<file path="src/rtl/pwmt_pkg.sv">
package pwmt_pkg;
  localparam int ADDR_W   = 4;
  localparam int FLAG_BIT = 7;
  localparam int CH_BASE  = 3;
  localparam logic [1:0] CLK_BUS  = 2'b01;
  localparam logic [1:0] MODE_PWM = 2'b10;
  localparam logic [1:0] EDGE_POS = 2'b10;
  localparam logic [1:0] EDGE_NEG = 2'b01;
  localparam logic [ADDR_W-1:0] A_CTRL = 4'd0;
  localparam logic [ADDR_W-1:0] A_CNT  = 4'd1;
  localparam logic [ADDR_W-1:0] A_MOD  = 4'd2;
endpackage

</file>
<file path="src/rtl/pwmt_prescaler.sv">
module pwmt_prescaler #(
  parameter int PS_W = 3
) (
  input  logic            clk_i,
  input  logic            rst_ni,
  input  logic            run_i,
  input  logic            restart_i,
  input  logic [PS_W-1:0] ps_i,
  output logic            tick_o
);
  localparam int PDW = (1 << PS_W) - 1;

  logic [PDW-1:0] div_q;
  logic [PDW:0]   sh;
  logic [PDW-1:0] mask;

  assign sh     = {{PDW{1'b0}}, 1'b1} << ps_i;
  assign mask   = sh[PDW-1:0] - {{(PDW-1){1'b0}}, 1'b1};
  assign tick_o = run_i && ((div_q & mask) == mask);

  always_ff @(posedge clk_i or negedge rst_ni) begin
    if (!rst_ni)        div_q <= '0;
    else if (restart_i) div_q <= '0;
    else if (run_i)     div_q <= div_q + 1'b1;
  end

  a_r1_idle_no_tick: assert property (@(posedge clk_i) disable iff (!rst_ni)
    !run_i |-> !tick_o);
endmodule

</file>
<file path="src/rtl/pwmt_counter.sv">
module pwmt_counter #(
  parameter int W = 16
) (
  input  logic         clk_i,
  input  logic         rst_ni,
  input  logic         tick_i,
  input  logic         clr_i,
  input  logic [W-1:0] mod_i,
  output logic [W-1:0] cnt_o,
  output logic [W-1:0] nxt_o,
  output logic         adv_o,
  output logic         wrap_o
);
  logic at_top;

  assign at_top = (cnt_o == mod_i);
  assign nxt_o  = at_top ? '0 : cnt_o + 1'b1;
  assign adv_o  = tick_i && !clr_i;
  assign wrap_o = adv_o && at_top;

  always_ff @(posedge clk_i or negedge rst_ni) begin
    if (!rst_ni)    cnt_o <= '0;
    else if (clr_i) cnt_o <= '0;
    else if (adv_o) cnt_o <= nxt_o;
  end

  a_r3_write_clears: assert property (@(posedge clk_i) disable iff (!rst_ni)
    clr_i |=> (cnt_o == '0));
  a_r2_wraps_to_zero: assert property (@(posedge clk_i) disable iff (!rst_ni)
    (tick_i && !clr_i && cnt_o == mod_i) |=> (cnt_o == '0));
  a_r1_holds_without_tick: assert property (@(posedge clk_i) disable iff (!rst_ni)
    (!tick_i && !clr_i) |=> $stable(cnt_o));
endmodule

</file>
<file path="src/rtl/pwmt_flag.sv">
module pwmt_flag (
  input  logic clk_i,
  input  logic rst_ni,
  input  logic set_i,
  input  logic rd_i,
  input  logic wr_i,
  input  logic wbit_i,
  output logic flag_o
);
  logic armed_q;

  always_ff @(posedge clk_i or negedge rst_ni) begin
    if (!rst_ni) begin
      armed_q <= 1'b0;
      flag_o  <= 1'b0;
    end else begin
      if (wr_i)                armed_q <= 1'b0;
      else if (rd_i && flag_o) armed_q <= 1'b1;
      if (set_i)                           flag_o <= 1'b1;
      else if (wr_i && !wbit_i && armed_q) flag_o <= 1'b0;
    end
  end

  a_r5_set_wins: assert property (@(posedge clk_i) disable iff (!rst_ni)
    set_i |=> flag_o);
  a_r5_only_zero_write_clears: assert property (@(posedge clk_i) disable iff (!rst_ni)
    (flag_o && !(wr_i && !wbit_i)) |=> flag_o);
  a_r5_only_set_raises: assert property (@(posedge clk_i) disable iff (!rst_ni)
    (!flag_o && !set_i) |=> !flag_o);
endmodule

</file>
<file path="src/rtl/pwmt_duty.sv">
module pwmt_duty #(
  parameter int W      = 16,
  parameter int FRAC_W = 8
) (
  input  logic              full_i,
  input  logic [FRAC_W-1:0] frac_i,
  input  logic [W-1:0]      mod_i,
  output logic [W-1:0]      val_o
);
  localparam int PW = W + 1;
  localparam int XW = PW + FRAC_W;

  logic [PW-1:0] period;
  logic [XW-1:0] prod;
  logic [PW-1:0] scaled;

  assign period = {1'b0, mod_i} + {{W{1'b0}}, 1'b1};
  assign prod   = {{PW{1'b0}}, frac_i} * {{FRAC_W{1'b0}}, period};
  assign scaled = prod[XW-1:FRAC_W] + {{(PW-1){1'b0}}, prod[FRAC_W-1]};
  assign val_o  = full_i ? '1 : scaled[W-1:0];
endmodule

</file>
<file path="src/rtl/pwmt_channel.sv">
module pwmt_channel
  import pwmt_pkg::*;
#(
  parameter int W = 16
) (
  input  logic         clk_i,
  input  logic         rst_ni,
  input  logic         wr_ctrl_i,
  input  logic         rd_ctrl_i,
  input  logic         wr_val_i,
  input  logic         load_duty_i,
  input  logic [W-1:0] duty_val_i,
  input  logic [W-1:0] wdata_i,
  input  logic [W-1:0] cnt_i,
  input  logic [W-1:0] nxt_i,
  input  logic         adv_i,
  input  logic [W-1:0] mod_i,
  output logic [W-1:0] ctrl_rd_o,
  output logic [W-1:0] val_o,
  output logic         pin_o,
  output logic         irq_o
);
  logic [1:0] mode_q, edge_q;
  logic       ie_q, en, pol_neg, active, in_range, end_hit, flag;

  always_ff @(posedge clk_i or negedge rst_ni) begin
    if (!rst_ni) begin
      mode_q <= '0;
      edge_q <= '0;
      ie_q   <= 1'b0;
      val_o  <= '0;
    end else begin
      if (wr_ctrl_i) begin
        mode_q <= wdata_i[1:0];
        edge_q <= wdata_i[3:2];
        ie_q   <= wdata_i[4];
      end
      if (wr_val_i)         val_o <= wdata_i;
      else if (load_duty_i) val_o <= duty_val_i;
    end
  end

  assign en       = (mode_q == MODE_PWM);
  assign pol_neg  = (edge_q == EDGE_NEG);
  assign active   = (cnt_i < val_o);
  assign pin_o    = pol_neg ^ (en && active);
  assign in_range = (val_o != '0) && (val_o <= mod_i);
  assign end_hit  = adv_i && en && in_range && (nxt_i == val_o);

  pwmt_flag u_flag (
    .clk_i  (clk_i),
    .rst_ni (rst_ni),
    .set_i  (end_hit),
    .rd_i   (rd_ctrl_i),
    .wr_i   (wr_ctrl_i),
    .wbit_i (wdata_i[FLAG_BIT]),
    .flag_o (flag)
  );

  assign irq_o = flag && ie_q;

  always_comb begin
    ctrl_rd_o           = '0;
    ctrl_rd_o[1:0]      = mode_q;
    ctrl_rd_o[3:2]      = edge_q;
    ctrl_rd_o[4]        = ie_q;
    ctrl_rd_o[FLAG_BIT] = flag;
  end

  a_r8_disabled_inactive: assert property (@(posedge clk_i) disable iff (!rst_ni)
    !en |-> (pin_o == pol_neg));
  a_r7_over_modulo_active: assert property (@(posedge clk_i) disable iff (!rst_ni)
    (en && val_o > mod_i && cnt_i <= mod_i) |-> (pin_o != pol_neg));
  a_r6_inactive_at_value: assert property (@(posedge clk_i) disable iff (!rst_ni)
    (cnt_i == val_o) |-> (pin_o == pol_neg));
  a_r9_flag_at_end: assert property (@(posedge clk_i) disable iff (!rst_ni)
    (adv_i && en && val_o != '0 && val_o <= mod_i && nxt_i == val_o) |=> ctrl_rd_o[FLAG_BIT]);
endmodule

</file>
<file path="src/rtl/pwm_timer2.sv">
module pwm_timer2
  import pwmt_pkg::*;
#(
  parameter int CNT_W  = 16,
  parameter int PS_W   = 3,
  parameter int NCH    = 2,
  parameter int FRAC_W = 8
) (
  input  logic              clk_i,
  input  logic              rst_ni,
  input  logic [ADDR_W-1:0] addr_i,
  input  logic              wr_i,
  input  logic              rd_i,
  input  logic [CNT_W-1:0]  wdata_i,
  output logic [CNT_W-1:0]  rdata_o,
  output logic [NCH-1:0]    pwm_o,
  output logic              ovf_irq_o,
  output logic [NCH-1:0]    ch_irq_o
);
  localparam int IE_B = 2 + PS_W;

  logic [1:0]       clk_sel_q;
  logic [PS_W-1:0]  ps_q;
  logic             ovf_ie_q, ovf_flag;
  logic [CNT_W-1:0] mod_q, cnt, nxt, duty_val;
  logic             run, tick, adv, wrap, cnt_clr, hit_ctrl;
  logic [NCH-1:0]   hit_cc, hit_cv, hit_dt;
  logic [CNT_W-1:0] ch_ctrl [NCH];
  logic [CNT_W-1:0] ch_val  [NCH];

  assign hit_ctrl = (addr_i == A_CTRL);
  assign cnt_clr  = wr_i && (addr_i == A_CNT);
  assign run      = (clk_sel_q == CLK_BUS);

  always_ff @(posedge clk_i or negedge rst_ni) begin
    if (!rst_ni) begin
      clk_sel_q <= '0;
      ps_q      <= '0;
      ovf_ie_q  <= 1'b0;
      mod_q     <= '1;
    end else begin
      if (wr_i && hit_ctrl) begin
        clk_sel_q <= wdata_i[1:0];
        ps_q      <= wdata_i[2 +: PS_W];
        ovf_ie_q  <= wdata_i[IE_B];
      end
      if (wr_i && addr_i == A_MOD) mod_q <= wdata_i;
    end
  end

  pwmt_prescaler #(.PS_W(PS_W)) u_presc (
    .clk_i     (clk_i),
    .rst_ni    (rst_ni),
    .run_i     (run),
    .restart_i (cnt_clr),
    .ps_i      (ps_q),
    .tick_o    (tick)
  );

  pwmt_counter #(.W(CNT_W)) u_cnt (
    .clk_i  (clk_i),
    .rst_ni (rst_ni),
    .tick_i (tick),
    .clr_i  (cnt_clr),
    .mod_i  (mod_q),
    .cnt_o  (cnt),
    .nxt_o  (nxt),
    .adv_o  (adv),
    .wrap_o (wrap)
  );

  pwmt_flag u_ovf (
    .clk_i  (clk_i),
    .rst_ni (rst_ni),
    .set_i  (wrap),
    .rd_i   (rd_i && hit_ctrl),
    .wr_i   (wr_i && hit_ctrl),
    .wbit_i (wdata_i[FLAG_BIT]),
    .flag_o (ovf_flag)
  );

  assign ovf_irq_o = ovf_flag && ovf_ie_q;

  pwmt_duty #(.W(CNT_W), .FRAC_W(FRAC_W)) u_duty (
    .full_i (wdata_i[FRAC_W]),
    .frac_i (wdata_i[FRAC_W-1:0]),
    .mod_i  (mod_q),
    .val_o  (duty_val)
  );

  for (genvar i = 0; i < NCH; i++) begin : g_ch
    localparam logic [ADDR_W-1:0] A_CC = ADDR_W'(CH_BASE + 2 * i);
    localparam logic [ADDR_W-1:0] A_CV = ADDR_W'(CH_BASE + 2 * i + 1);
    localparam logic [ADDR_W-1:0] A_DT = ADDR_W'(CH_BASE + 2 * NCH + i);

    assign hit_cc[i] = (addr_i == A_CC);
    assign hit_cv[i] = (addr_i == A_CV);
    assign hit_dt[i] = (addr_i == A_DT);

    pwmt_channel #(.W(CNT_W)) u_ch (
      .clk_i       (clk_i),
      .rst_ni      (rst_ni),
      .wr_ctrl_i   (wr_i && hit_cc[i]),
      .rd_ctrl_i   (rd_i && hit_cc[i]),
      .wr_val_i    (wr_i && hit_cv[i]),
      .load_duty_i (wr_i && hit_dt[i]),
      .duty_val_i  (duty_val),
      .wdata_i     (wdata_i),
      .cnt_i       (cnt),
      .nxt_i       (nxt),
      .adv_i       (adv),
      .mod_i       (mod_q),
      .ctrl_rd_o   (ch_ctrl[i]),
      .val_o       (ch_val[i]),
      .pin_o       (pwm_o[i]),
      .irq_o       (ch_irq_o[i])
    );

    a_r11_full_scale: assert property (@(posedge clk_i) disable iff (!rst_ni)
      (wr_i && hit_dt[i] && wdata_i[FRAC_W]) |=> (ch_val[i] == '1));
  end

  always_comb begin
    rdata_o = '0;
    if (hit_ctrl) begin
      rdata_o[1:0]      = clk_sel_q;
      rdata_o[2 +: PS_W] = ps_q;
      rdata_o[IE_B]     = ovf_ie_q;
      rdata_o[FLAG_BIT] = ovf_flag;
    end
    if (addr_i == A_CNT) rdata_o = cnt;
    if (addr_i == A_MOD) rdata_o = mod_q;
    for (int i = 0; i < NCH; i++) begin
      if (hit_cc[i]) rdata_o = ch_ctrl[i];
      if (hit_cv[i]) rdata_o = ch_val[i];
    end
  end

  a_r4_flag_on_wrap: assert property (@(posedge clk_i) disable iff (!rst_ni)
    wrap |=> ovf_flag);
  a_r4_irq_gated: assert property (@(posedge clk_i) disable iff (!rst_ni)
    ovf_irq_o |-> (ovf_ie_q && ovf_flag));
  a_r1_stopped_holds: assert property (@(posedge clk_i) disable iff (!rst_ni)
    (!run && !cnt_clr) |=> $stable(cnt));
endmodule

</file>
<file path="config.mk">
export PLATFORM = sky130hd
export DESIGN_NAME = pwm_timer2
export DESIGN_NICKNAME = d
export VERILOG_FILES = /design/src/rtl/pwmt_pkg.sv /design/src/rtl/pwmt_prescaler.sv /design/src/rtl/pwmt_counter.sv /design/src/rtl/pwmt_flag.sv /design/src/rtl/pwmt_duty.sv /design/src/rtl/pwmt_channel.sv /design/src/rtl/pwm_timer2.sv
export SDC_FILE = /design/constraint.sdc
export NUM_CORES = 1
export LEC_CHECK = 0
export ABC_AREA = 1
export BUFFER_PORTS_ARGS = -buffer_cell sky130_fd_sc_hd__buf_2
export CAP_MARGIN = 20
export CORE_MARGIN = 2
export CORE_UTILIZATION = 40
export CTS_BUF_LIST = sky130_fd_sc_hd__clkbuf_8
export DETAILED_ROUTE_END_ITERATION = 12
export MAX_ROUTING_LAYER = met4
export PLACE_DENSITY_LB_ADDON = 0.1
export REMOVE_ABC_BUFFERS = 1
export SLEW_MARGIN = 20
export SYNTH_ARGS = -nofsm -noshare
export SYNTH_HDL_FRONTEND = slang
export SYNTH_SLANG_ARGS = --single-unit
</file>
<file path="constraint.sdc">
create_clock -name clk_i -period 5.4 [get_ports clk_i]
set_input_delay 0.27 -clock clk_i [delete_from_list [all_inputs] [get_ports clk_i]]
set_output_delay 0.27 -clock clk_i [all_outputs]
set_load 0.02 [all_outputs]
</file>
==> flow_summary.ini, run 1 <==
[cells_and_area]
ff_latch_area_um2 = 2350
design.final.nets = 2241
fin_cells = 2423
layout-drive-gt1-share_pct = 32.0
fillcell_total = 3033
most-common-layout-cells = 307 x sky130_fd_sc_hd__nand2_1, 298 x sky130_fd_sc_hd__inv_1, 244 x sky130_fd_sc_hd__buf_4
most_common_library_cell_in_the_layout_ignoring_fill_and_taps = sky130_fd_sc_hd__nand2_1
area_of_the_multi_input_gates_um2 = 9780
synthToLayoutAreaGrowth_pct = 34.7
diodes = 0

[floorplan]
die_width_um = 179
num_io_pins = 45
die_height_um = 179
initial_core_util_pct = 40.3
row_count = 64
design.die.area_um2 = 32000
coreArea_um2 = 30300

[timing]
final_hold_viol_count = 0
slew_viols_final = 0
worst_relative_slew_slack_pct = 30.5
setup_viol = 30
worstMarginPinSlew_ps = 1040
finalClockSkew_ps = 11.0
finalWorstSetupSlack_ps = -568
grt_setup_unrepaired = true
max_freq_ghz = 0.168
final.min_clock_period_ps = 5970
finalCritPeriodShare_pct = 111

[critical_path]
critical_path.most_common_cell = sky130_fd_sc_hd__nand2_1
timing.critical_path.fanout_max = 6
setup.worst_path.start_class = flop
crit_arrival_ps = 6230
worst-endpoint-required_ps = 5660
worst_path_max_delay_cell = sky130_fd_sc_hd__dfstp_2
worstSetupPathType = reg2reg
timing.critical_path.to_type = flop
register_to_register_setup_slack_ps = -570
cp_slowest_stage_delay_ps = 610

[cts]
cts_max_level = 3
clock_sinks = 93
cts_buffers = 9
cts_root_buffer = sky130_fd_sc_hd__clkbuf_8
clk_latency_ps = 390
tritoncts = done
cts_buffer_depth = 2
clkTransAtPathRegs_ps = 100

[flow_run]
maxCapViolCount = 0

[placement]
placed_cells_incl_taps = 2332
detailedPlacementHpwl_um = 35300
placement.io_buffers = 44
gp_routability_congestion = 0.932

[run_status]
violations = negative setup slack
outcome = complete, but fails checks

[route]
detail_route.drc_violations = 0
wl_per_cell_um = 18.4
postRouteWirelength_um = 44500
drtIter0Drc = 909
antenna_violating_nets_left = 0
via_count = 12600
drt-vias-per-instance = 5.21
detailedRoute.firstPassIterationCount = 5

[yosys]
synth_edf_count = 0
post_synth_instance_area_um2 = 12200
synth_cell_type_count = 51
yosys_warnings = 0
synth_top_flop_cell = sky130_fd_sc_hd__dfrtp_1
syn_area_per_cell_um2 = 7.03
gate_count_after_technology_mapping = 1740
synth.yosys.seq_area_share_pct = 19.2
synth_async_sr_flop_share_pct = 100
postSynthRegisterBits = 93

[min_path]
worstHoldPathType = in2reg

[grt]
grt_remaining_overflow = 0
largest_net_degree_at_the_start_of_global_routing = 57
grtUsageTotal_pct = 28.9
first_global_vias = 12500
antenna_found_initial = 0
first_pass_grt_wire_length_um = 68600
==> worst paths after layout <==
path,startpoint,end,cells after the start
worst min-delay path,wdata_i[15],mod_q[15],3
worst min register to register,u_ovf.armed_q,u_ovf.armed_q,2
min in group asynchronous,rst_ni,clk_sel_q[0],2
max in group asynchronous,rst_ni,g_ch[0].u_ch.val_o[13],3
worst max-delay path,mod_q[1],g_ch[1].u_ch.val_o[10],36
worst max register to register,mod_q[1],g_ch[1].u_ch.val_o[10],36
==> metal layers <==
layer / global-route usage [%] / vias to the layer above / part of all wire (%)
li1: - / 6100 / -
met1: 36.2 / 6124 / 42
met2: 49.3 / 334 / 50
met3: 1.78 / 75 / 4.0
met4: 11.0 / 0 / 3.9
met5: - / - / 0
==> cell type report <==
cell class	count	area share, %
repair buffers	306	14.0
multi-input cells	1264	59.4
flip-flops and latches	93	14.2
well taps	396	3.01
clock inverters	5	0.463
inverters	348	8.03
clock buffers	11	0.919
==> cell usage after synthesis, types with 3 or more instances <==
cell type	count	area, um^2
sky130_fd_sc_hd__dfrtp_1	77	1930
sky130_fd_sc_hd__nor2_2	9	56.3
sky130_fd_sc_hd__or2_2	3	18.8
sky130_fd_sc_hd__a21boi_0	3	22.5
sky130_fd_sc_hd__nor2_4	3	33.8
sky130_fd_sc_hd__o21ai_1	6	30.0
sky130_fd_sc_hd__fa_1	88	1760
sky130_fd_sc_hd__xnor2_1	3	26.3
sky130_fd_sc_hd__ha_1	107	1340
sky130_fd_sc_hd__nor4_1	8	50.1
sky130_fd_sc_hd__inv_1	334	1250
sky130_fd_sc_hd__o211ai_1	11	82.6
sky130_fd_sc_hd__a2111oi_0	3	26.3
sky130_fd_sc_hd__buf_4	7	52.6
sky130_fd_sc_hd__o21ai_0	74	370
sky130_fd_sc_hd__nor3_1	21	105
sky130_fd_sc_hd__a211oi_1	3	22.5
sky130_fd_sc_hd__a31oi_1	3	18.8
sky130_fd_sc_hd__and2_1	3	18.8
sky130_fd_sc_hd__o2111ai_1	4	35.0
sky130_fd_sc_hd__o21bai_1	8	60.1
sky130_fd_sc_hd__or2_1	3	18.8
sky130_fd_sc_hd__nand2_4	3	33.8
sky130_fd_sc_hd__nor3_2	5	50.1
sky130_fd_sc_hd__clkinv_1	5	18.8
sky130_fd_sc_hd__clkbuf_1	24	90.1
sky130_fd_sc_hd__nor2_1	200	751
sky130_fd_sc_hd__nand2_2	18	113
sky130_fd_sc_hd__xor2_1	45	394
sky130_fd_sc_hd__nand2_1	387	1450
sky130_fd_sc_hd__dfstp_2	16	420
sky130_fd_sc_hd__inv_2	9	33.8
sky130_fd_sc_hd__o221ai_1	23	201
sky130_fd_sc_hd__nand3_1	62	310
sky130_fd_sc_hd__buf_2	5	25.0
sky130_fd_sc_hd__nand3_2	4	40.0
sky130_fd_sc_hd__nand4_1	29	181
sky130_fd_sc_hd__a21oi_1	67	335
sky130_fd_sc_hd__nand3b_1	4	30.0
sky130_fd_sc_hd__o22ai_1	38	238
==> what timing repair did <==
| action | in CTS | in global routing |
|---|---|---|
| buffers inserted | 44 | 31 |
| endpoints found under the setup margin | 32 | 34 |
| hold buffers | 1 | 0 |
| endpoints found under the hold margin | 37 | 0 |
| gates resized for setup | 157 | 203 |
| cloned | 0 | 3 |
| pin swaps | 118 | 113 |
==> per-stage QoR <==
step	worst slack [ps]	utilization [%]	hold WS (ps)	area, um^2	TNS [ps]
2_1_floorplan	-404	-	-25.6	12100	-6240
3_3_place_gp	-724	46.8	278	14200	-17290
3_5_place_dp	-856	46.8	283	14200	-20000
4_1_cts	-570	50.9	131	15400	-13710
5_1_grt	-899	54.3	157	16500	-20930
6_report	-568	54.3	147	16500	-11750
==> logic make-up (layout without fill, tap and decap cells) <==
family                     count (synthesis)  after routing  share of synthesized area, %
buffers and inverters                    385            670                          12.1
xor gates and xnor gates                  51             51                          3.93
adders and majority gates                195            195                          25.3
DFF                                       93             93                          19.2
and+or+nand+nor                          767            769                          27.3
AOI/OAI and AO/OA                        249            249                          12.2
==> flip-flops by register name, indices dropped and copies added, names as in the netlist, 3 cells and up <==
register          count
g_ch.u_ch.val_o      32
mod_q                16
u_cnt.cnt_o          16
u_presc.div_q         7
g_ch.u_ch.edge_q      4
g_ch.u_ch.mode_q      4
ps_q                  3
==> critical path, delay by kind of cell, from the launching register on <==
kind / cells / cell delay, ps
adders and majority gates: 5 / 2280
and+or+nand+nor: 19 / 1730
buffers and inverters: 11 / 1080
DFF: 1 / 610
xor gates and xnor gates: 1 / 130
Power of run 1 is left out: the tool's default activity adds up to more than one toggle a clock period on the data nets, which glitch-free logic cannot reach.
==> run 2: changes to the inputs <==
--- a/config.mk
+++ b/config.mk
@@ -10,7 +10,6 @@
 export CAP_MARGIN = 20
 export CORE_MARGIN = 2
 export CORE_UTILIZATION = 40
-export CTS_BUF_LIST = sky130_fd_sc_hd__clkbuf_8
 export DETAILED_ROUTE_END_ITERATION = 12
 export MAX_ROUTING_LAYER = met4
 export PLACE_DENSITY_LB_ADDON = 0.1
==> run 2 against run 1 <==
Compared with the run above: the flow still finishes with violations (negative setup slack); global-route usage grew 0.069 points; sequential cell count is the same; die area is the same; setup slack gained 17 ps; final area shrank 3.2%; critical path depth shrank 3; wire length shrank 1.5%; critical path type unchanged.
==> flow_summary.ini, run 2 (synthesis results as in run 1) <==
[run_status]
outcome = complete, but fails checks
violations = negative setup slack

[timing]
finalWorstSetupSlack_ps = -551
worst_relative_slew_slack_pct = 32.1
final_hold_viol_count = 0
finalCritPeriodShare_pct = 110
final.min_clock_period_ps = 5950
grt_setup_unrepaired = true
worstMarginPinSlew_ps = 1020
slew_viols_final = 0
setup_viol = 31
max_freq_ghz = 0.168
finalClockSkew_ps = 9.86

[critical_path]
worstSetupPathType = reg2reg
reg2reg_to = g_ch[1].u_ch.val_o[9]
timing.critical_path.fanout_max = 4
regToRegStartpoint = mod_q[1]
worst-endpoint-required_ps = 5620
worst_path_max_delay_cell = sky130_fd_sc_hd__dfstp_2
register_to_register_setup_slack_ps = -550
critical_path.most_common_cell = sky130_fd_sc_hd__nand2_1
crit_arrival_ps = 6170
timing.critical_path.to_type = flop
cp_slowest_stage_delay_ps = 580
setup.worst_path.start_class = flop
worst_r2r_path_depth = 33
start_point_of_the_critical_path = mod_q[1]

[grt]
first_pass_grt_wire_length_um = 68800
grtUsageTotal_pct = 29.0
antenna_found_initial = 0
largest_net_degree_at_the_start_of_global_routing = 57
first_global_vias = 12500
grt_remaining_overflow = 0

[cells_and_area]
layout.cell_area.non_filler_um2 = 16000
layout-drive-gt1-share_pct = 27.0
design.final.nets = 2235
registers_with_the_most_flip_flops = g_ch.u_ch.val_o x32, mod_q x16, u_cnt.cnt_o x16
max_flop_register = g_ch.u_ch.val_o
fillcell_total = 3070
fin_cells = 2417
largest_register_ffs = 32
most-common-layout-cells = 353 x sky130_fd_sc_hd__nand2_1, 313 x sky130_fd_sc_hd__inv_1, 247 x sky130_fd_sc_hd__buf_4
most_common_library_cell_in_the_layout_ignoring_fill_and_taps = sky130_fd_sc_hd__nand2_1
diodes = 0
area_of_the_multi_input_gates_um2 = 9270
synthToLayoutAreaGrowth_pct = 30.5
ff_latch_area_um2 = 2350

[floorplan]
num_io_pins = 45
initial_core_util_pct = 40.3
die_width_um = 179
die_height_um = 179
coreArea_um2 = 30300
row_count = 64
design.die.area_um2 = 32000

[cts]
tritoncts = done
cts_buffer_depth = 2
cts_max_level = 3
clock_sinks = 93
clk_latency_ps = 360
cts_root_buffer = sky130_fd_sc_hd__clkbuf_16
cts_buffers = 9
clkTransAtPathRegs_ps = 70

[min_path]
worstHoldPathType = in2reg
hold_end = mod_q[15]
min_path_cells = 3
timing.hold.worst.start = wdata_i[15]

[placement]
placed_cells_incl_taps = 2332
detailed_place.area_um2 = 14200
placement.io_buffers = 44
detailedPlacementHpwl_um = 35300
gp_routability_congestion = 0.932

[route]
drt-vias-per-instance = 5.17
via_count = 12500
antenna_violating_nets_left = 0
detail_route.drc_violations = 0
detailedRoute.firstPassIterationCount = 5
drtIter0Drc = 884
postRouteWirelength_um = 43900
wl_per_cell_um = 18.1

[flow_run]
maxCapViolCount = 0
-- run 2: worst max path at each step --
stage | endpoint | depth (start not counted) | slack [ps]
2_1_floorplan | g_ch[1].u_ch.val_o[15] | 35 | -400
3_3_place_gp | g_ch[0].u_ch.val_o[8] | 31 | -720
3_5_place_dp | g_ch[1].u_ch.val_o[12] | 29 | -860
4_1_cts | g_ch[1].u_ch.val_o[15] | 31 | -570
5_1_grt | g_ch[1].u_ch.val_o[11] | 32 | -890
6_report | g_ch[1].u_ch.val_o[9] | 33 | -550
-- run 2: through the flow --
stage / hold slack [ps] / util (%) / setup TNS [ps] / worst slack [ps]
after global routing: 195 / 52.6 / -23710 / -892
after floorplan: -25.6 / - / -6240 / -404
after detailed placement: 283 / 46.8 / -20000 / -856
after global placement: 278 / 46.8 / -17290 / -724
after CTS: 176 / 51.3 / -13410 / -570
final: 179 / 52.6 / -12790 / -551
-- run 2: critical path, delay by kind of cell (launching register included) --
family                     cells  cell delay, ps
AOI/OAI and AO/OA              3             340
xor gates and xnor gates       1             190
adders and majority gates      5            2310
buffers and inverters          8             720
DFF                            1             580
and+or+nand+nor               16            1650
-- run 2: final cells by class --
cell class / instances / area share (%)
clock buffer: 13 / 1.63
sequential: 93 / 14.7
multi-input combinational: 1264 / 58.1
timing repair buffer: 300 / 13.8
tap: 396 / 3.11
clock inverter: 3 / 0.431
inverter: 348 / 8.22
-- run 2: what timing repair did --
action                     4_1_cts  5_1_grt
hold buffers                     1        0
hold endpoints to repair        37        0
setup buffers                   47       22
cloned                           0        2
pin swaps                      109       70
resized for setup              148       58
setup endpoints to repair       32       34
-- run 2: routing by layer --
layer	global-route usage [%]	vias to the layer above	share of wire, %
met4	9.69	0	3.5
met2	50.0	300	50
met5	-	-	0
li1	-	6096	-
met1	36.2	6020	43
met3	1.91	75	3.6
Power of run 2 is left out for the same reason.
